$ cat src/rtl/dptr_pair.sv
module dptr_pair #(
  parameter int BW = 8
) (
  input  logic            clk,
  input  logic            rst_n,
  input  logic            ld_lo,
  input  logic            ld_hi,
  input  logic            ld_idx,
  input  logic [BW-1:0]   ld_data,
  input  logic            step_cmd,
  input  logic            auto_step,
  input  logic            ptr_use,
  input  logic            ctl_we,
  input  logic [4:0]      ctl_wdata,
  output logic [2*BW-1:0] addr,
  output logic [2*BW-1:0] ptr0_q,
  output logic [2*BW-1:0] ptr1_q,
  output logic [4:0]      ctl_q
);
  localparam int AW = 2 * BW;

  logic [4:0] ctl;
  wire sel     = ctl[0];
  wire tog_en  = ctl[1];
  wire auto_en = ctl[4];
  wire do_step = step_cmd | (auto_step & auto_en);

  for (genvar i = 0; i < 2; i++) begin : g_ptr
    logic [AW-1:0] q;
    wire hit = (ld_idx == 1'(i));
    wire ld  = hit & (ld_lo | ld_hi);
    wire stp = do_step & (sel == 1'(i)) & ~ld;
    wire dn  = ctl[2+i];

    always_ff @(posedge clk) begin
      if (!rst_n) begin
        q <= '0;
      end else if (ld) begin
        if (ld_lo) q[BW-1:0]  <= ld_data;
        if (ld_hi) q[AW-1:BW] <= ld_data;
      end else if (stp) begin
        q <= dn ? q - 1'b1 : q + 1'b1;
      end
    end
  end

  always_ff @(posedge clk) begin
    if (!rst_n)                ctl    <= '0;
    else if (ctl_we)           ctl    <= ctl_wdata;
    else if (tog_en & ptr_use) ctl[0] <= ~ctl[0];
  end

  assign ptr0_q = g_ptr[0].q;
  assign ptr1_q = g_ptr[1].q;
  assign addr   = sel ? g_ptr[1].q : g_ptr[0].q;
  assign ctl_q  = ctl;
endmodule

$ cat config.mk
export PLATFORM = sky130hd
export DESIGN_NAME = dptr_pair
export DESIGN_NICKNAME = d
export VERILOG_FILES = /design/src/rtl/dptr_pair.sv
export SDC_FILE = /design/constraint.sdc
export NUM_CORES = 1
export LEC_CHECK = 0
export BUFFER_PORTS_ARGS = -buffer_cell sky130_fd_sc_hd__buf_2
export CORE_UTILIZATION = 50
export DETAILED_ROUTE_END_ITERATION = 16
export GPL_TIMING_DRIVEN = 1
export PLACE_DENSITY = 0.78
export SLEW_MARGIN = 5
export SYNTH_ARGS = -nofsm -noshare
export SYNTH_HDL_FRONTEND = slang
export SYNTH_SLANG_ARGS = --single-unit
$ cat constraint.sdc
create_clock -name clk -period 2 [get_ports clk]
set_input_delay 0.2 -clock clk [delete_from_list [all_inputs] [get_ports clk]]
set_output_delay 0.2 -clock clk [all_outputs]
set_load 0.01 [all_outputs]
# --- Word level (Yosys, flattened, before mapping) ---
# Index checks and enable logic that the tools add are counted.
word_totals:
  input_bits: 22
  regBits: 37
classes:
  muxes: 11
  eq_ne: 4
  add_sub_neg: 4
  n_reduce_logical: 7
  n_bitwise: 14
ops:
  columns: ["op", "n"]
  rows:
  - ["$mux W16", 7]
  - ["$add A16 B1 Y16 const B", 2]
  - ["$sub A16 B1 Y16 const B", 2]
  - ["$mux W8", 2]
  - ["$and A1 B1 Y1", 8]
  - ["$ne A2 B2 Y1 const B", 4]
  - ["$reduce_and A2 Y1", 4]
  - ["$reduce_bool A2 Y1", 3]
  - ["$not A1 Y1", 4]
  - ["$mux W1", 2]
  - ["$or A1 B1 Y1", 2]

# --- Logic depth before layout (Yosys ltp) ---
depth:
  depth_word: 6
  ltp_mapped: 8

# --- Worst setup path before layout ---
# Ideal clock, no wire load.
synth_timing:
  kind: "register -> register"
  from: "reg ctl[3], in the netlist ctl_q[3]"
  to: "reg g_ptr[1].q[14], in the netlist ptr1_q[14]"
  setup_time_ns: 0.120
  arrival_time_ns: 2.140
  synth_period_minus_slack_ns: 2.260
  path_slack_ns: -0.260
  stages_incl_launch_ff: 8
  cell_sequence: "dfxtp_1 ha_1 a211oi_2 o21ai_2 a31oi_4 o21ai_2 and4b_1 o31a_1"
synth_via:
  elab_chain_len: 3
synth_rtl:
  columns: ["element", "line_no", "source"]
  rows:
  - ["start, declared", "22", "logic [4:0] ctl;"]
  - ["start signal, assigned", "49", "else if (ctl_we) ctl <= ctl_wdata;"]
  - ["$mux W16", "42", "q <= dn ? q - 1'b1 : q + 1'b1;"]
  - ["$mux W16", "41", "end else if (stp) begin"]
  - ["$mux W16", "38", "end else if (ld) begin"]
  - ["end signal, assigned by index", "39", "if (ld_lo) q[BW-1:0] <= ld_data;"]
  - ["end signal, assigned by index", "40", "if (ld_hi) q[AW-1:BW] <= ld_data;"]
  - ["end signal, assigned", "42", null]
  - ["end, declared", "29", "logic [AW-1:0] q;"]
# Every way passes these cells. The select of a mux whose other input is x is not followed.
# A chain may end at the register's enable or synchronous reset.

# --- Worst setup path after layout ---
# Same ends and word-level chain as after synthesis.

==> impl_metrics.env <==
export IMPL_cts_buffers=5
export IMPL_grtUsageTotal_pct=30.97
export IMPL_synth_net_count=476
export IMPL_wl_um=11360
export IMPL_final_area_sq_um=4554
export IMPL_startpoint_type="flop"
export IMPL_ys_warn_count=0
export IMPL_drive_gt1_share_pct=38.15
export IMPL_instances_no_fill=617
export IMPL_core_area_sq_um=6495
export IMPL_worstPathMaxFanout=6
export IMPL_cts_tree="built"
export IMPL_crit_path_cell_trace="buf_6 -> ha_4 -> a211oi_4 -> o21ai_4 -> a31oi_4 -> o21ai_2 -> and4b_1 -> o31a_1"
export IMPL_path_buf_inv=1
export IMPL_rsz0062_at_grt="yes"
export IMPL_synth_area_per_cell_sq_um=8.106
export IMPL_violations="design-rule violations, negative setup slack"
export IMPL_critPathMaxStageDelay_ns=0.42
export IMPL_fmax_mhz=484.5
export IMPL_status="finished with violations"
export IMPL_rows=29
export IMPL_cts_sinks=37
export IMPL_area_growth_pct=32.51
export IMPL_placed_cell_area_sq_um=4200
export IMPL_slew_headroom_pct=68.96
export IMPL_post_route_min_period_ns=2.064
export IMPL_cts_htree_levels=2
export IMPL_worst_hold_slack_ns=0.1617
export IMPL_timing_rr_end="ptr1_q[14]"
export IMPL_hold_viol=0
export IMPL_io_pins=75
export IMPL_via_per_inst=6.326
export IMPL_drtAntennaViolNets=0
export IMPL_reg2reg_slack_ns=-0.06
export IMPL_synthArstFlopShare_pct=0
export IMPL_final_fill_count=526
export IMPL_cap_viol_max_count=0
export IMPL_netlist_area_sq_um=3437
export IMPL_initial_utilization_pct=52.92
export IMPL_post_place_cells=605
export IMPL_final_nets=591
export IMPL_place_congestion=0.9228
export IMPL_multiInputGateArea_sq_um=2773
export IMPL_ys_seq_area_share_pct=21.55
export IMPL_die_x_um=84.91
export IMPL_layout_area_seq_sq_um=748.2
export IMPL_hold_path_end="ctl_q[1]"
export IMPL_synth_edf_count=0
export IMPL_slew_violations=0
export IMPL_hold_path_class="input port to flop"
export IMPL_ys_types=64
export IMPL_port_buffer_count=74
export IMPL_p_per_area_nw_per_um2=629.6
export IMPL_ys_ff_latch=37
export IMPL_path_clk_slew_ns=0.08
export IMPL_max_slew_worst_pin_slew_ns=0.4657
export IMPL_min_delay_start="ctl_wdata[1]"
export IMPL_die_h_um=84.91
export IMPL_grt_max_degree=21
export IMPL_cp_slowest_cell="dfxtp_4"
export IMPL_drtIter0Drc=428
export IMPL_syn_inst=424
export IMPL_ir_drop_uv=422.3
export IMPL_cp_top_family="compound AO/OA/AOI/OAI gates"
export IMPL_grt_pass1_vias=3646
export IMPL_worstSetupEndpointType="flop"
export IMPL_fin_crit_sh_pct=103.2
export IMPL_leakagePower_nw=2.164
export IMPL_place_ws_ns=-0.06265
export IMPL_worstReg2RegStart="ctl_q[3]"
export IMPL_skew_ns=0.005460
export IMPL_drc_errors=5
export IMPL_cts_root_buffer="clkbuf_8"
export IMPL_utilization_pct=70.12
export IMPL_holdPathStages=3
export IMPL_worstSetupPathType="flop to flop"
export IMPL_grt_ovfl_total=0
export IMPL_place_hpwl_um=8463
export IMPL_cp_data_required_time_ns=2.18
export IMPL_reg2regPathDepth=8
export IMPL_n_antenna_cell=0
export IMPL_fin_ws_ns=-0.06419
export IMPL_antenna_found_initial=0
export IMPL_dr_pass1_iters=11
export IMPL_wire_per_inst_um=18.41
export IMPL_finalSetupViolCount=4
export IMPL_die_area_sq_um=7210
export IMPL_grt_pass1_wl_um=17870
export IMPL_clock_latency_ns=0.29
export IMPL_clockBufferDepth=2
export IMPL_dr_total_vias=3903
export IMPL_ys_flop_type="dfxtp_1"
export IMPL_crit_arrival_ns=2.25
-- cells by family (layout without fill, tap and decap cells) --
kind of cell / count (synthesis) / in the layout / share of synthesized area, %
AO/OA/AOI/OAI: 163 / 163 / 33.89
flip-flops: 37 / 37 / 21.55
AND/OR/NAND/NOR: 120 / 120 / 16.56
multiplexers: 24 / 24 / 7.536
buffers and inverters: 29 / 145 / 3.750
adder cells (fa/ha/maj): 30 / 30 / 11.36
XOR/XNOR: 21 / 21 / 5.351
-- cell usage in the layout (no fill, tap or decap), types with 8 or more instances in the layout --
cell type,instances
a21o_1,13
a21oi_1,33
a31oi_1,9
buf_2,74
buf_4,53
dfxtp_1,35
ha_1,15
mux2_2,15
mux2i_1,8
nand2_1,46
nand3_1,15
nor2_1,23
o211ai_1,10
o21ai_0,32
xnor2_1,12
xor2_1,8
-- registers in the layout, summed over array words and instances, names as in the netlist --
name and count:
ctl_q 5, ptr0_q 16, ptr1_q 16
-- worst max path at each step --
stage                  start    endpoint  slack (ns)  cells past startpoint
floorplan           ctl_q[3]  ptr1_q[14]      -0.002                      7
global placement    ctl_q[2]  ptr0_q[14]       -0.03                      7
detailed placement  ctl_q[2]  ptr0_q[13]       -0.06                      7
CTS                 ctl_q[2]  ptr0_q[12]       -0.05                      7
global route        ctl_q[2]   ptr0_q[8]       -0.17                      7
finish              ctl_q[3]  ptr1_q[14]       -0.06                      8
-- worst register-to-register path, delay by kind of cell (launching register included) --
family                   cells  cell delay [ns]
AO/OA/AOI/OAI                5             0.95
adder cells (fa/ha/maj)      1             0.22
buffers and inverters        1             0.16
flip-flops                   1             0.42
AND/OR/NAND/NOR              1             0.21
-- layer usage --
layer / up-vias / track usage, % / share of wire, %
met5: - / 0 / 0
met4: 0 / 8.166 / 2.4
met3: 34 / 4.572 / 8.4
met2: 228 / 52.85 / 47
met1: 1822 / 41.03 / 42
li1: 1819 / - / -
-- metrics by stage --
stage               total power [mW]  setup TNS (ns)
floorplan                      1.611       -0.002349
global placement               2.032        -0.02818
detailed placement             2.066         -0.2107
CTS                            2.763         -0.2210
global route                   3.004         -0.9314
finish                         2.867         -0.1949
-- cell usage after synthesis (all sizes together) (2+ instances only) --
| cell | n | area share, % |
|---|---|---|
| clkbuf | 7 | 0.76 |
| or2 | 2 | 0.36 |
| a22o | 2 | 0.51 |
| a41oi | 2 | 0.51 |
| nand2b | 2 | 0.36 |
| a221o | 2 | 0.62 |
| a221oi | 2 | 0.51 |
| and4 | 2 | 0.51 |
| fa | 2 | 1.2 |
| a211oi | 6 | 1.6 |
| mux2 | 15 | 4.9 |
| o211a | 5 | 1.5 |
| a31oi | 10 | 2.3 |
| a211o | 2 | 0.51 |
| dfxtp | 37 | 22 |
| o32ai | 4 | 2.0 |
| o31ai | 2 | 0.44 |
| nor3 | 3 | 0.58 |
| xnor2 | 12 | 3.1 |
| o21a | 5 | 1.1 |
| and2 | 3 | 0.55 |
| a21oi | 39 | 6.0 |
| a32o | 3 | 0.87 |
| or3 | 4 | 0.73 |
| nand3 | 15 | 2.2 |
| nor2 | 24 | 2.6 |
| buf | 14 | 2.1 |
| nand2 | 47 | 5.1 |
| nor2b | 7 | 1.3 |
| nand4 | 4 | 0.73 |
| o21bai | 3 | 0.66 |
| inv | 8 | 0.87 |
| o211ai | 10 | 2.2 |
| ha | 28 | 10 |
| mux2i | 9 | 2.6 |
| a21boi | 3 | 0.87 |
| nor3b | 3 | 0.66 |
| o32a | 2 | 0.58 |
| xor2 | 9 | 2.3 |
| o21ai | 40 | 6.0 |
| a21o | 15 | 3.3 |
-- final cells by class --
type	count	share of cell area (%)
clock buffer	7	1.896
multi-input combinational	358	60.88
clock inverter	1	0.6593
timing repair buffer	129	17.36
tap	77	2.115
sequential	37	16.43
inverter	8	0.6593
-- timing repair --
action	4_1_cts	5_1_grt
pin swaps	3	11
gates cloned	0	0
hold buffers	0	0
resized for setup	7	40
buffers inserted	2	2
endpoints found under the setup margin	8	18
-- power by group --
| part | leakage, nW | switching (mW) | internal (mW) |
|---|---|---|---|
| sequential | 0.307 | 0.0833 | 0.810 |
| clock | 0.0585 | 0.287 | 0.407 |
| combinational | 1.80 | 0.688 | 0.591 |
| total | 2.16 | 1.06 | 1.81 |
Note: power is estimated with default switching activity, not from simulation.
